==> config.mk <==
export PLATFORM = sky130hd
export DESIGN_NAME = strobe_bus_front
export DESIGN_NICKNAME = d
export VERILOG_FILES = /design/src/rtl/strobe_bus_front.sv
export SDC_FILE = /design/constraint.sdc
export NUM_CORES = 1
export LEC_CHECK = 0
export ABC_AREA = 1
export CELL_PAD_IN_SITES_DETAIL_PLACEMENT = 1
export CELL_PAD_IN_SITES_GLOBAL_PLACEMENT = 1
export CORE_ASPECT_RATIO = 1.25
export CORE_MARGIN = 2
export CORE_UTILIZATION = 46
export CTS_BUF_LIST = sky130_fd_sc_hd__clkbuf_8
export DETAILED_ROUTE_END_ITERATION = 10
export DONT_BUFFER_PORTS = 1
export PLACE_DENSITY_LB_ADDON = 0.1
export SYNTH_ARGS = -nofsm -noshare
export SYNTH_HDL_FRONTEND = slang
export SYNTH_SLANG_ARGS = --single-unit
==> constraint.sdc <==
create_clock -name clk -period 2.25 [get_ports clk]
set_input_delay 0.1125 -clock clk [delete_from_list [all_inputs] [get_ports clk]]
set_output_delay 0.1125 -clock clk [all_outputs]
set_load 0.01 [all_outputs]
==> src/rtl/strobe_bus_front.sv <==
module strobe_bus_front #(
  parameter int DW    = 16,
  parameter int SEG_W = 2
) (
  input  logic          clk,
  input  logic          rst_n,
  input  logic          strobe_n,
  input  logic          wr_n,
  input  logic          cmd_n,
  input  logic          chain_n,
  input  logic [DW-1:0] bus_in,
  input  logic [DW-1:0] rd_data,
  output logic [DW-1:0] bus_out,
  output logic          bus_oe,
  output logic [3:0]    cyc_type,
  output logic          wr_pulse,
  output logic [DW-1:0] wr_data,
  output logic [SEG_W-1:0] dst_seg,
  output logic [SEG_W-1:0] src_seg,
  output logic          chain_hold
);

  localparam int NSIG = 4;

  logic [NSIG-1:0] meta, sync;
  logic            stb_prev;
  logic            wr_lat, cmd_lat, chain_lat;

  wire stb_s   = sync[0];
  wire wr_s    = sync[1];
  wire cmd_s   = sync[2];
  wire chain_s = sync[3];

  wire fall = stb_prev & ~stb_s;
  wire rise = ~stb_prev & stb_s;

  always_ff @(posedge clk) begin
    if (!rst_n) begin
      meta     <= '1;
      sync     <= '1;
      stb_prev <= 1'b1;
    end else begin
      meta     <= {chain_n, cmd_n, wr_n, strobe_n};
      sync     <= meta;
      stb_prev <= stb_s;
    end
  end

  always_ff @(posedge clk) begin
    if (!rst_n) begin
      wr_lat    <= 1'b1;
      cmd_lat   <= 1'b1;
      chain_lat <= 1'b1;
      cyc_type  <= '0;
    end else begin
      cyc_type <= '0;
      if (fall) begin
        wr_lat    <= wr_s;
        cmd_lat   <= cmd_s;
        chain_lat <= chain_s;
        cyc_type[{wr_s, cmd_s}] <= 1'b1;
      end
    end
  end

  always_ff @(posedge clk) begin
    if (!rst_n)          bus_oe <= 1'b0;
    else if (rise)       bus_oe <= 1'b0;
    else if (fall && wr_s) bus_oe <= 1'b1;
  end

  assign bus_out = bus_oe ? rd_data : '0;

  always_ff @(posedge clk) begin
    if (!rst_n) begin
      wr_pulse   <= 1'b0;
      wr_data    <= '0;
      dst_seg    <= '0;
      src_seg    <= '0;
      chain_hold <= 1'b0;
    end else begin
      wr_pulse <= rise & ~wr_lat;
      if (rise) begin
        if (!wr_lat) wr_data <= bus_in;
        dst_seg    <= dst_seg + 1'b1;
        src_seg    <= src_seg + 1'b1;
        chain_hold <= ~chain_lat;
      end
    end
  end

  assert_onehot_R4: assert property (@(posedge clk) disable iff (!rst_n)
    $onehot0(cyc_type));
  assert_pulse_after_fall_R4: assert property (@(posedge clk) disable iff (!rst_n)
    fall |=> $onehot(cyc_type));
  assert_no_pulse_idle_R2: assert property (@(posedge clk) disable iff (!rst_n)
    !fall |=> cyc_type == '0);
  assert_oe_read_only_R5: assert property (@(posedge clk) disable iff (!rst_n)
    bus_oe |-> wr_lat);
  assert_oe_drops_R5: assert property (@(posedge clk) disable iff (!rst_n)
    rise |=> !bus_oe);
  assert_seg_step_R6: assert property (@(posedge clk) disable iff (!rst_n)
    rise |=> dst_seg == SEG_W'($past(dst_seg) + 1'b1));
  assert_seg_hold_R6: assert property (@(posedge clk) disable iff (!rst_n)
    !rise |=> $stable(dst_seg) && $stable(src_seg));
  assert_wr_pulse_R7: assert property (@(posedge clk) disable iff (!rst_n)
    wr_pulse |=> !wr_pulse);

endmodule

==> results of run 1 <==
[worst max-delay path, delay by kind of cell]
| family | cells | cell delay, ns |
|---|---|---|
| buffers and inverters | 1 | 1.02 |
| AOI/OAI and AO/OA | 2 | 0.45 |
[registers in the layout, indices dropped and copies added, names as in the netlist]
signal / flops
stb_prev: 1
wr_data: 16
bus_oe: 1
wr_lat: 1
chain_lat: 1
wr_pulse: 1
src_seg: 2
dst_seg: 2
meta: 4
chain_hold: 1
sync: 4
cyc_type: 4
[stage by stage]
step,cells,area [um^2],utilization (%)
floorplan,211,1480,-
global placement,240,1480,47.3
detailed placement,240,1480,47.3
CTS,269,1830,58.4
global route,269,1830,58.4
finish,269,1830,58.4
[routing by layer]
layer	part of all wire (%)	vias up	global-route usage, %
met5	0	-	0
met3	6.1	8	7.74
li1	-	644	-
met2	56	44	40.2
met1	36	583	19.9
met4	1.7	0	6.88
[logic make-up after synthesis]
group | synth area share (%)
simple gates | 33.6
buf+inv | 13.6
compound gates | 1.52
flops | 51.3
[cell usage in the layout (no fill, tap or decap)]
| master | count |
|---|---|
| o211ai_1 | 1 |
| clkinv_4 | 1 |
| nand3_1 | 2 |
| nand2_1 | 60 |
| o21ai_0 | 1 |
| nor3_1 | 4 |
| nand3_4 | 1 |
| or2_2 | 9 |
| a21oi_1 | 2 |
| inv_1 | 41 |
| bufinv_16 | 2 |
| clkbuf_8 | 5 |
| dfxtp_1 | 38 |
| dlygate4sd3_1 | 21 |
| nand4_1 | 2 |
| nor2_1 | 42 |
[cell type report]
class                   instances  area [um^2]  area share [%]
clock buffers                   5         68.8            3.76
clock inverters                 3         68.8            3.76
inverters                      41          154            8.41
multi-input cells             124          522            28.5
flip-flops and latches         38          761            41.6
well taps                      37         46.3            2.53
repair buffers                 21          210            11.5
[where the power goes]
group	switching [mW]	total, mW	internal, mW
Combinational	0.0372	0.0749	0.0377
Sequential	0.0147	0.701	0.686
Clock	0.249	0.694	0.444
Total	0.301	1.47	1.17
[path summary, 6_finish.rpt]
check	from	end	slack, ns
setup / recovery	rst_n	chain_hold	0.88
hold / removal	rst_n	cyc_type[1]	0.06
hold reg to reg	meta[0]	sync[0]	0.42
setup reg to reg	stb_prev	wr_data[0]	0.97
==> run summary, run 1 <==
The mean cell area of the mapped netlist works out to 7.03 um^2. For the maximum operating frequency, the log shows 0.730 GHz. STA classifies the critical path endpoint as a flip-flop. The H-tree generated during clock tree synthesis spans 2 levels.

The run gives 51.3% as the sequential share of the synthesized area. Required time reported for the critical path endpoint: 2.46 ns. Among all flip-flop cells after synthesis, the most frequent one is dfxtp_1. The worst-case IR drop observed on VDD is 554 uV. In the post-route analysis, the smallest setup slack over all paths is 0.880 ns. The run gives 34 as the largest net degree at the start of global routing.

In the post-synthesis netlist, the biggest area contributors are dfxtp_1, nand2_1, nor2_1. The critical path in this run is classified as in -> reg. In the final routed layout, each cell accounts on average for 13.7 um. For this run, design rule violations remaining after detail routing come to 0. At the later pin of the worst-skew pair, clock insertion delay measures 0.29 ns. The instance count along the most critical hold path came out at 2. Once the floorplan was initialized, standard cells occupied 47.3% of the core.

Cells with a size suffix above 1 make up 7.76% of the layout. Number of flops mapped to enable cells by yosys: 0. In the final design database the tool counted 269 nets.

The top cell type by area accounts for 51.3% of the synthesized area. The maximum single-stage delay on the critical path works out to 1.02 ns. Port buffering added 0 buffers.

Setup repair after global routing left no endpoint under its margin. For the final number of max-transition violations, the log shows 0. The worst setup slack before clock tree synthesis was 1.04 ns; the routability congestion estimate from global placement was 0.714. After clock tree synthesis, the repair step resized 0 gates. Async set-reset flop share out of synthesis: 0%. On the final layout, the worst hold slack is 0.0584 ns. The post-synthesis cell count was 211; the number of warnings reported in the yosys synthesis log was 0.

CTS placed an instance of clkbuf_8 at the clock tree root. The logs give 50.5% for the worst slew slack as a fraction of its limit and 0 for the count of inserted antenna diode cells. Global routing consumed, over all layers together, 21.1% of the routing resources. STA classifies the critical path startpoint as a primary input. The count of endpoints failing hold in the final timing report came out at 0. For this design the top-level I/O count stands at 81. The total nets after synthesis was 249. The clock net in this run drives a total of 38 sinks. Buffers inserted to repair hold after CTS numbered 21. Synthesis inferred 38 register bits.

After clock tree synthesis, the clock-pin slew on the worst setup and hold paths is 0.07 ns. After layout, the worst path uses 60.9% of the clock period. The first TritonRoute pass finished after 4 iterations. The area enclosed by the die boundary was 3700 um^2. After floorplanning, the core was sized to cover 3140 um^2. Traced cell by cell, the critical path runs through dlygate4sd3_1 > o21ai_0 > a21oi_1.

Half-perimeter wire length after detailed placement: 2440 um. Yosys mapped the design onto 15 distinct sky130hd cell types. Setup violations remaining at the end of the flow were counted as 0. In this run the vertical extent of the chip is 67.5 um. The die is 54.8 um wide. Maximum fanout count along the critical path: 21. The run gives 23 as the violation count after the first detailed-routing iteration.

The initial antenna violation count is 0, and the first-pass GRT wire length is 5530 um. Power comes to 1.47 mW. For the fill cell instance count of the final layout, the log shows 405.

The total power per unit cell area was 803 nW/um^2; the relative area change from synthesis to final layout was 23.4%. Summed over all instances, the cell type with the most area after synthesis is dfxtp_1. The final layout contains routed wiring with a total length of 3700 um.

For the setup clock skew after layout, the log shows 0.00695 ns. The run finished with clean final reports. The slowest stage of the critical path belongs to the cell dlygate4sd3_1. At the worst endpoint, the arrival time is 1.58 ns. The buffer count from post-CTS setup fixing is 0, and the actual transition at the worst max-transition pin is 0.740 ns.

In this run the static leakage power is 1.00 nW. The most common cell in the netlist is nand2_1. Time the worst path needs with I/O delays and setup: 1.37 ns. By count the netlist is led by nand2_1, nor2_1, inv_1.

The synthesized netlist occupies a cell area of 1480 um^2. The tools report the TritonCTS buffer count as 5. Dividing the detail-routed via count by the number of cells gives 4.75. Number of nets with antenna violations after routing: 0.

The number of buffers on the longest clock path is 2. For the final routed database, the setup TNS stands at 0 ns. For this run the aggregate overflow at the end of global routing stands at 0. Measured in cells, the most critical reg-to-reg path has a length of 5.

The number of global-route vias before repair was 1300; the floorplan row count was 23. Summing over every cut layer, the via total after detailed routing is 1279. For the max capacitance violation total, the log shows 0. The worst hold-check path type is in -> reg. TritonCTS built the clock tree.
No activity file was read; power rests on OpenSTA's default activity.
==> run 2, diff against run 1 <==
--- a/config.mk
+++ b/config.mk
@@ -5,12 +5,12 @@
 export SDC_FILE = /design/constraint.sdc
 export NUM_CORES = 1
 export LEC_CHECK = 0
-export ABC_AREA = 1
+export ABC_AREA = 0
 export CELL_PAD_IN_SITES_DETAIL_PLACEMENT = 1
 export CELL_PAD_IN_SITES_GLOBAL_PLACEMENT = 1
 export CORE_ASPECT_RATIO = 1.25
 export CORE_MARGIN = 2
-export CORE_UTILIZATION = 46
+export CORE_UTILIZATION = 41
 export CTS_BUF_LIST = sky130_fd_sc_hd__clkbuf_8
 export DETAILED_ROUTE_END_ITERATION = 10
 export DONT_BUFFER_PORTS = 1
==> constraint.sdc (replaced) <==
create_clock -name clk -period 1.2 [get_ports clk]
set_input_delay 0.06 -clock clk [delete_from_list [all_inputs] [get_ports clk]]
set_output_delay 0.06 -clock clk [all_outputs]
set_load 0.01 [all_outputs]
==> run 2 against run 1 <==
Worst setup slack worse by 0.87 ns. Clock power up 51%. Non-clock buffer count up 6. Synthesized area down 1.2%. Critical endpoint is now wr_data[15]. Largest cell class unchanged. Largest power group unchanged. Highest routed layer unchanged.
==> run summary, run 2 <==
The flow ran to the end, and the final reports show no timing, DRC or antenna violations. The library cells used most frequently in the layout, excluding fill and tap cells, are dfxtp_1, dlygate4sd3_1, nand2_1, and2_1, o21ai_2. The number of nets in the finished design was 212. The register with the most flip-flops in the layout has 16 of them. The area enclosed by the die boundary is 4070 um^2, and the maximum fanout count along the critical path is 17.

Across the VDD grid, the largest voltage drop is 899 uV. The element type at the critical path start is a flip-flop. Clock-pin slew was measured on the worst setup and hold paths at 0.08 ns. After synthesis, the share of flip-flops with an asynchronous set or reset is 0%.

Setup repair after global routing could not meet its margin everywhere. The setup violation total in the final timing report is 0, and the first-pass GRT wire length is 5060 um. The sum of routed wire length over all layers was 3130 um. Entering global routing, the biggest net connects 44 pins. The tool flagged a number of max-cap violations equal to 0. In this run the tightest slew margin relative to its limit is 84.0%.

The violation count after the first detailed-routing iteration is 16, and the total negative setup slack is 0 ns. Summing over every cut layer, the via total after detailed routing is 1099. Total power per unit cell area: 1350 nW/um^2.

The post-synthesis cell type count was 25. The clock arrives with 0.00697 ns of skew. The count of endpoints failing hold in the final timing report was 0; the overall overflow remaining after global route was 0. Cells with a size suffix above 1 make up 22.9% of the layout.

The most common flop cell mapped by yosys is dfxtp_1. The tools report the hold path startpoint as rst_n. After synthesis, flip-flops and latches occupy 51.9% of the total area. Summed over its instances, the top area cell type makes up 51.9% of the synthesized netlist area. In this run the deepest clock path goes through 2 buffers. The tools report the number of remaining DRC errors as 0. TritonCTS built the clock tree.

More flip-flops sit in one register than any other, and that register is wr_data. Mean cell area of the mapped netlist: 9.78 um^2. Dividing the final minimum period by the clock period gives 98.9%. The final number of max-transition violations was 0. For the routability congestion estimate from global placement, the log shows 0.714.

STA classifies the critical path endpoint as a flip-flop. Total power for the finished layout comes to 2.53 mW. The synthesized netlist occupies a cell area of 1470 um^2. The run gives 0.28 ns as the clock network latency to the later pin of the worst-skew pair. The worst hold-check path type was in -> reg.

CTS saw 38 sinks. After synthesis, the most frequently instantiated cells are dfxtp_1, nand2_1, and2_1, o21ai_2, nand3_1. In this run the horizontal extent of the chip is 57.5 um. Data on the critical path is required at its endpoint by 1.38 ns. The number of global-route vias before repair came out at 1128.

Summing all non-filler instances in the final layout gives an area of 1870 um^2. Global routing used 15.6% of the available tracks. The die is 70.9 um tall.

The half-perimeter wire length after detailed placement is 2030 um. Yosys attributes the largest share of cell area to dfxtp_1, o21ai_2, and2_1. Time the worst path needs with I/O delays and setup: 1.19 ns. The root buffer cell chosen for the clock tree is clkbuf_8. The endpoint identified for the worst register-to-register timing path is wr_data[15].

The floorplan row count was 24; the relative area change from synthesis to final layout was 27.3%. The post-synthesis cell count is 150, and the number of ports placed on the die boundary is 81. Along the worst hold path, the cell count comes to 2. When the netlist entered floorplanning its net count stood at 188. Dividing the detail-routed wire length by the instance count gives 14.6 um. The detail-routed via count per cell is 5.14. The biggest area contributor in the post-synthesis netlist is dfxtp_1. The logs give 5 for the TritonCTS buffer count and 386 for the fill cell instance count of the final layout. Buffers placed on the I/O ports in this run total 0. Once placement finished, the instance area stood at 1490 um^2.

Startpoint of the worst setup timing path: wr_lat. The number of warnings reported in the yosys synthesis log is 0, and the cell count of the worst reg-to-reg path is 4. The path with the worst hold slack has its endpoint at src_seg[0]. The commonest non-fill, non-tap cell in the layout is dfxtp_1.

Derived from the worst setup path, the maximum achievable clock frequency is 0.842 GHz. Initial antenna violation count: 0. The H-tree was split into 2 levels.

The tools report the origin of the critical flop-to-flop path as wr_lat. The count of nets left with antenna violations once routing finished came out at 0. The count of inserted antenna diode cells is 0, and the static power due to leakage is 0.717 nW.

In this run the standard cell core region covers 3450 um^2. Once the floorplan was initialized, standard cells occupied 42.5% of the core. Yosys mapped a number of flops with a built-in enable equal to 0.

The most common cell in the netlist is dfxtp_1. Once layout is complete, the utilization of the core stands at 54.1%. Data on the critical path arrives at its endpoint at 1.36 ns. The number of flip-flops and latches in the synthesized netlist is 38, and the worst reg-to-reg setup slack is 0.01 ns.

The actual transition at the worst max-transition pin is 0.240 ns. The type of the setup path with the least slack was reg -> reg. Number of iterations in the first detailed-routing pass: 4.
[run 2: changes by cell type after synthesis, moves of 11 or more]
| cell | before | now |
|---|---|---|
| inv_1 | 41 | 1 |
| nand3_1 | 2 | 13 |
| nand2_1 | 60 | 19 |
| nor2_1 | 42 | 6 |
| and2_1 | 0 | 16 |
| o21ai_2 | 0 | 16 |
| nand2b_1 | 0 | 11 |
[run 2: layout make-up]
type | count | area, um^2 | area share [%]
multi-input cells | 101 | 641 | 34.3
clock inverters | 3 | 40.0 | 2.14
repair buffers | 27 | 300 | 16.1
well taps | 39 | 48.8 | 2.61
inverters | 1 | 3.75 | 0.201
flip-flops and latches | 38 | 764 | 41.0
clock buffers | 5 | 68.8 | 3.69
[run 2: repair_timing]
action,4_1_cts,5_1_grt
gates cloned,1,0
gates resized for setup,3,3
hold buffers,22,0
buffers inserted,0,0
setup endpoints to repair,28,16
hold endpoints to repair,31,0
[run 2: worst max-delay path by stage]
stage | to | slack (ns) | cells past startpoint
6_report | wr_data[15] | 0.01 | 4
3_5_place_dp | wr_data[10] | -0.02 | 4
3_3_place_gp | wr_data[2] | 0.03 | 4
2_1_floorplan | wr_data[10] | 0.009 | 5
5_1_grt | wr_data[1] | -0.02 | 4
4_1_cts | wr_data[10] | 0.003 | 4
[run 2: critical path: stages (launching register included)]
cell     delay (ns)
dfxtp_2        0.32
or3b_4         0.43
buf_12         0.17
nand3_1        0.09
o21ai_2        0.05
[run 2: per-layer routing]
layer	GRT usage, %	wire, um	vias to the layer above
met5	0	0	-
met1	14.3	1100	502
met4	3.10	18	0
met3	6.22	286	2
li1	-	-	539
met2	31.1	1730	56
[run 2: cells by family after synthesis]
logic type      after synthesis  share of synthesized area [%]
mux                           1                          0.683
xor+xnor                      4                           2.39
simple gates                 78                           29.6
compound gates               18                           10.4
buf+inv                      11                           5.03
flops                        38                           51.9
[run 2: report_power, final]
part | total (mW) | switching (mW) | leakage [nW] | internal [mW]
Combinational | 0.169 | 0.0788 | 0.351 | 0.0904
Clock | 1.05 | 0.439 | 0.0579 | 0.612
Sequential | 1.31 | 0.0210 | 0.308 | 1.29
Total | 2.53 | 0.539 | 0.717 | 1.99
[run 2: through the flow]
step,hold slack (ns),cells,setup WS (ns)
after detailed placement,0.129,183,-0.0168
after global placement,0.127,183,0.0250
after global routing,0.0402,214,-0.0185
after floorplan,0.161,150,0.00947
final,0.0161,214,0.0128
after CTS,0.0129,214,0.00333
==> run 3, diff against run 2 <==
--- a/config.mk
+++ b/config.mk
@@ -14,7 +14,10 @@
 export CTS_BUF_LIST = sky130_fd_sc_hd__clkbuf_8
 export DETAILED_ROUTE_END_ITERATION = 10
 export DONT_BUFFER_PORTS = 1
+export GPL_TIMING_DRIVEN = 0
 export PLACE_DENSITY_LB_ADDON = 0.1
+export SETUP_SLACK_MARGIN = 0.1
+export SLEW_MARGIN = 20
 export SYNTH_ARGS = -nofsm -noshare
 export SYNTH_HDL_FRONTEND = slang
 export SYNTH_SLANG_ARGS = --single-unit
==> run 3 against run 2 <==
Critical path depth grew 1. Combinational power increased by 23%. The flow now finishes with violations (negative setup slack). Total power grew 0.35%. Non-clock buffer count increased by 9. Largest power group unchanged. Count of clock-buffer cells in the layout is the same. Utilization increased by 5.4 points. Via count grew 6.6%. Sequential power is essentially flat. Clock power about the same.
==> run summary, run 3 (synthesis gave the netlist of run 2 again) <==
The final worst setup slack is -0.0553 ns, and the maximum operating frequency is 0.797 GHz. Dividing total power by cell area gives a power density of 1230 nW/um^2. The master cell of the clock root buffer was clkbuf_8.

The met2 usage came out at 36.5%. The routed layout has 1171 vias. Non-filler instance count after layout: 223. The critical path starts at wr_lat. Along the worst hold path, the cell count comes to 2. The run gives 1520 um^2 as the area of placed instances. The type of the setup path with the least slack was reg -> reg. The checks that failed: negative setup slack.

Across the routed clock network, the largest skew measured is 0.00829 ns. Fraction of final layout cells sized beyond drive strength 1: 41.8%. The time the worst path needs with I/O delays and setup was 1.26 ns.

Endpoint type of the worst setup path: a flip-flop. Across the run, the number of max-cap violations was 0. At the later pin of the worst-skew pair, clock insertion delay measures 0.28 ns. After detailed routing, the average wire length per cell comes to 15.9 um.

Dividing the detail-routed via count by the number of cells gives 5.25. The clock passes through at most 2 buffers. The detailed router finished its first iteration with 17 violations. The tools report the floorplan core area as 3450 um^2. The run gives 55.4% as the worst slew slack as a fraction of its limit.

For this design the static power due to leakage is 0.795 nW. TritonCTS built the clock tree. Entering global routing, the biggest net connects 12 pins. Initial antenna violation count: 0. Slowest cell on the critical path: or3b_4. Total negative setup slack: -0.684 ns. The maximum fanout count along the critical path came out at 10. For this run, the total global-route usage over all layers was measured as 18.0%. Leaving out fill and tap cells, the most frequent cell in the layout is dfxtp_1. The cell count after placement came out at 189. In this run the critical register-to-register path is captured at wr_data[9].

The first-pass GRT wire length is 5690 um, and the number of global-route vias before repair is 1226. Clock-pin slew was measured on the worst setup and hold paths at 0.07 ns. In this run the most used layer during global routing was met2. Setup violations remaining at the end of the flow were counted as 16. Once detail routing completed, the nets flagged for antenna violations numbered 0. The cell count of the worst reg-to-reg path works out to 5.

Setup repair after global routing could not meet its margin everywhere. More flip-flops sit in one register than any other, and that register is wr_data. The die covers 4070 um^2.

The number of iterations in the first detailed-routing pass came out at 4. Origin of the critical flop-to-flop path: wr_lat. The die is 57.5 um wide. The cell family contributing the most delay on the critical path is simple AND/OR/NAND/NOR gates. After routing the design area is 2050 um^2. The y dimension of the die works out to 70.9 um.

Global routing finished with a remaining overflow of 0. For hold timing, the worst endpoint is stb_prev. The half-perimeter wire length after detailed placement is 2370 um, and the met3 track demand over resource in global routing is 5.67%. Once the floorplan was initialized, standard cells occupied 42.5% of the core. The relative area change from synthesis to final layout is 40.0%. Worst hold-check path type: in -> reg. The final number of max-transition violations is 0. The hold path startpoint is rst_n. OpenSTA, run right after detailed placement, puts the worst setup slack at -0.0819 ns.

Traced cell by cell, the critical path runs through or3b_4 > buf_6 > buf_12 > nand3_2 > o21ai_2. The count of inserted antenna diode cells is 0. The number of nets in the finished design is 221, and the TritonCTS buffer count is 5.

Number of remaining DRC errors: 0. The number of buffers and inverters on the critical path is 2. The sum of routed wire length over all layers came out at 3540 um. The post-route clock period utilization is 105%. The logs give 0 for the count of endpoints failing hold in the final timing report and 38 for the number of sinks handled by clock tree synthesis. The layout has 386 filler cells. For flop-to-flop paths, the worst setup slack is -0.06 ns.

The count of input and output buffers is 0, and the maximum level of the CTS H-tree is 2. The maximum single-stage delay on the critical path was 0.38 ns. The worst setup path is launched from a flip-flop. For the data arrival at the endpoint of the critical path, the log shows 1.43 ns.

The congestion estimate from routability-driven global placement came to 0.689. Row generation in the floorplan step produced 24 rows. At the pin with the least slew margin, the transition time is 0.669 ns.

VDD sags by at most 1150 uV. For the number of ports placed on the die boundary, the log shows 81. The met1 track utilization from global routing was 16.4%; the flip-flop count of the largest register, all copies and words added was 16. The top cell types in the final layout, fill and taps aside, are dfxtp_1, dlygate4sd3_1, nand2_1, nand3_2, o21ai_2. The required time reported for the critical path endpoint was 1.38 ns. The flow ran to the end, but the final reports show violations.
==> run 3: area by class of cell <==
class | count | area, um^2 | share of cell area [%]
buffer | 10 | 97.6 | 4.75
timing repair buffer | 26 | 246 | 12.0
tap | 39 | 48.8 | 2.38
inverter | 1 | 3.75 | 0.183
multi-input combinational | 101 | 783 | 38.1
sequential | 38 | 767 | 37.4
clock buffer | 5 | 68.8 | 3.35
clock inverter | 3 | 37.5 | 1.83
==> run 3: worst max path at each step <==
stage,cells past startpoint,end
final,5,wr_data[9]
after global routing,5,wr_data[14]
after CTS,5,wr_data[7]
after detailed placement,5,wr_data[9]
after global placement,5,wr_data[6]
after floorplan,5,wr_data[10]
==> run 3: what timing repair did <==
| action | CTS | global route |
|---|---|---|
| hold buffers | 20 | 0 |
| endpoints found under the hold margin | 20 | 0 |
| pin swaps | 1 | 6 |
| resized for setup | 28 | 21 |
| setup buffers | 4 | 2 |
| endpoints found under the setup margin | 30 | 32 |
==> run 3: where the power goes <==
| group | leakage [nW] | internal, mW | switching (mW) |
|---|---|---|---|
| Sequential | 0.309 | 1.28 | 0.0221 |
| Clock | 0.0607 | 0.605 | 0.415 |
| Combinational | 0.426 | 0.110 | 0.0980 |
| Total | 0.795 | 2.00 | 0.535 |
==> run 3: routing by layer <==
layer	up-vias	wire length, um	part of all wire, %
li1	555	-	-
met1	557	1130	32
met2	54	2090	59
met3	5	276	7.8
met4	0	44	1.2
met5	-	0	0
==> run 3: per-stage QoR <==
step                      power, mW  hold WS, ns  util, %
after floorplan                1.42        0.161        -
after global placement         1.44        0.166     43.9
after detailed placement       1.45        0.170     43.9
after CTS                      2.54       0.0328     56.4
after global routing           2.64       0.0491     59.5
final                          2.53       0.0346     59.5
==> run 3: worst register-to-register path: stages (launching register included) <==
cell and delay, ns:
dfxtp_1 0.34, or3b_4 0.38, buf_6 0.14, buf_12 0.14, nand3_2 0.08, o21ai_2 0.06
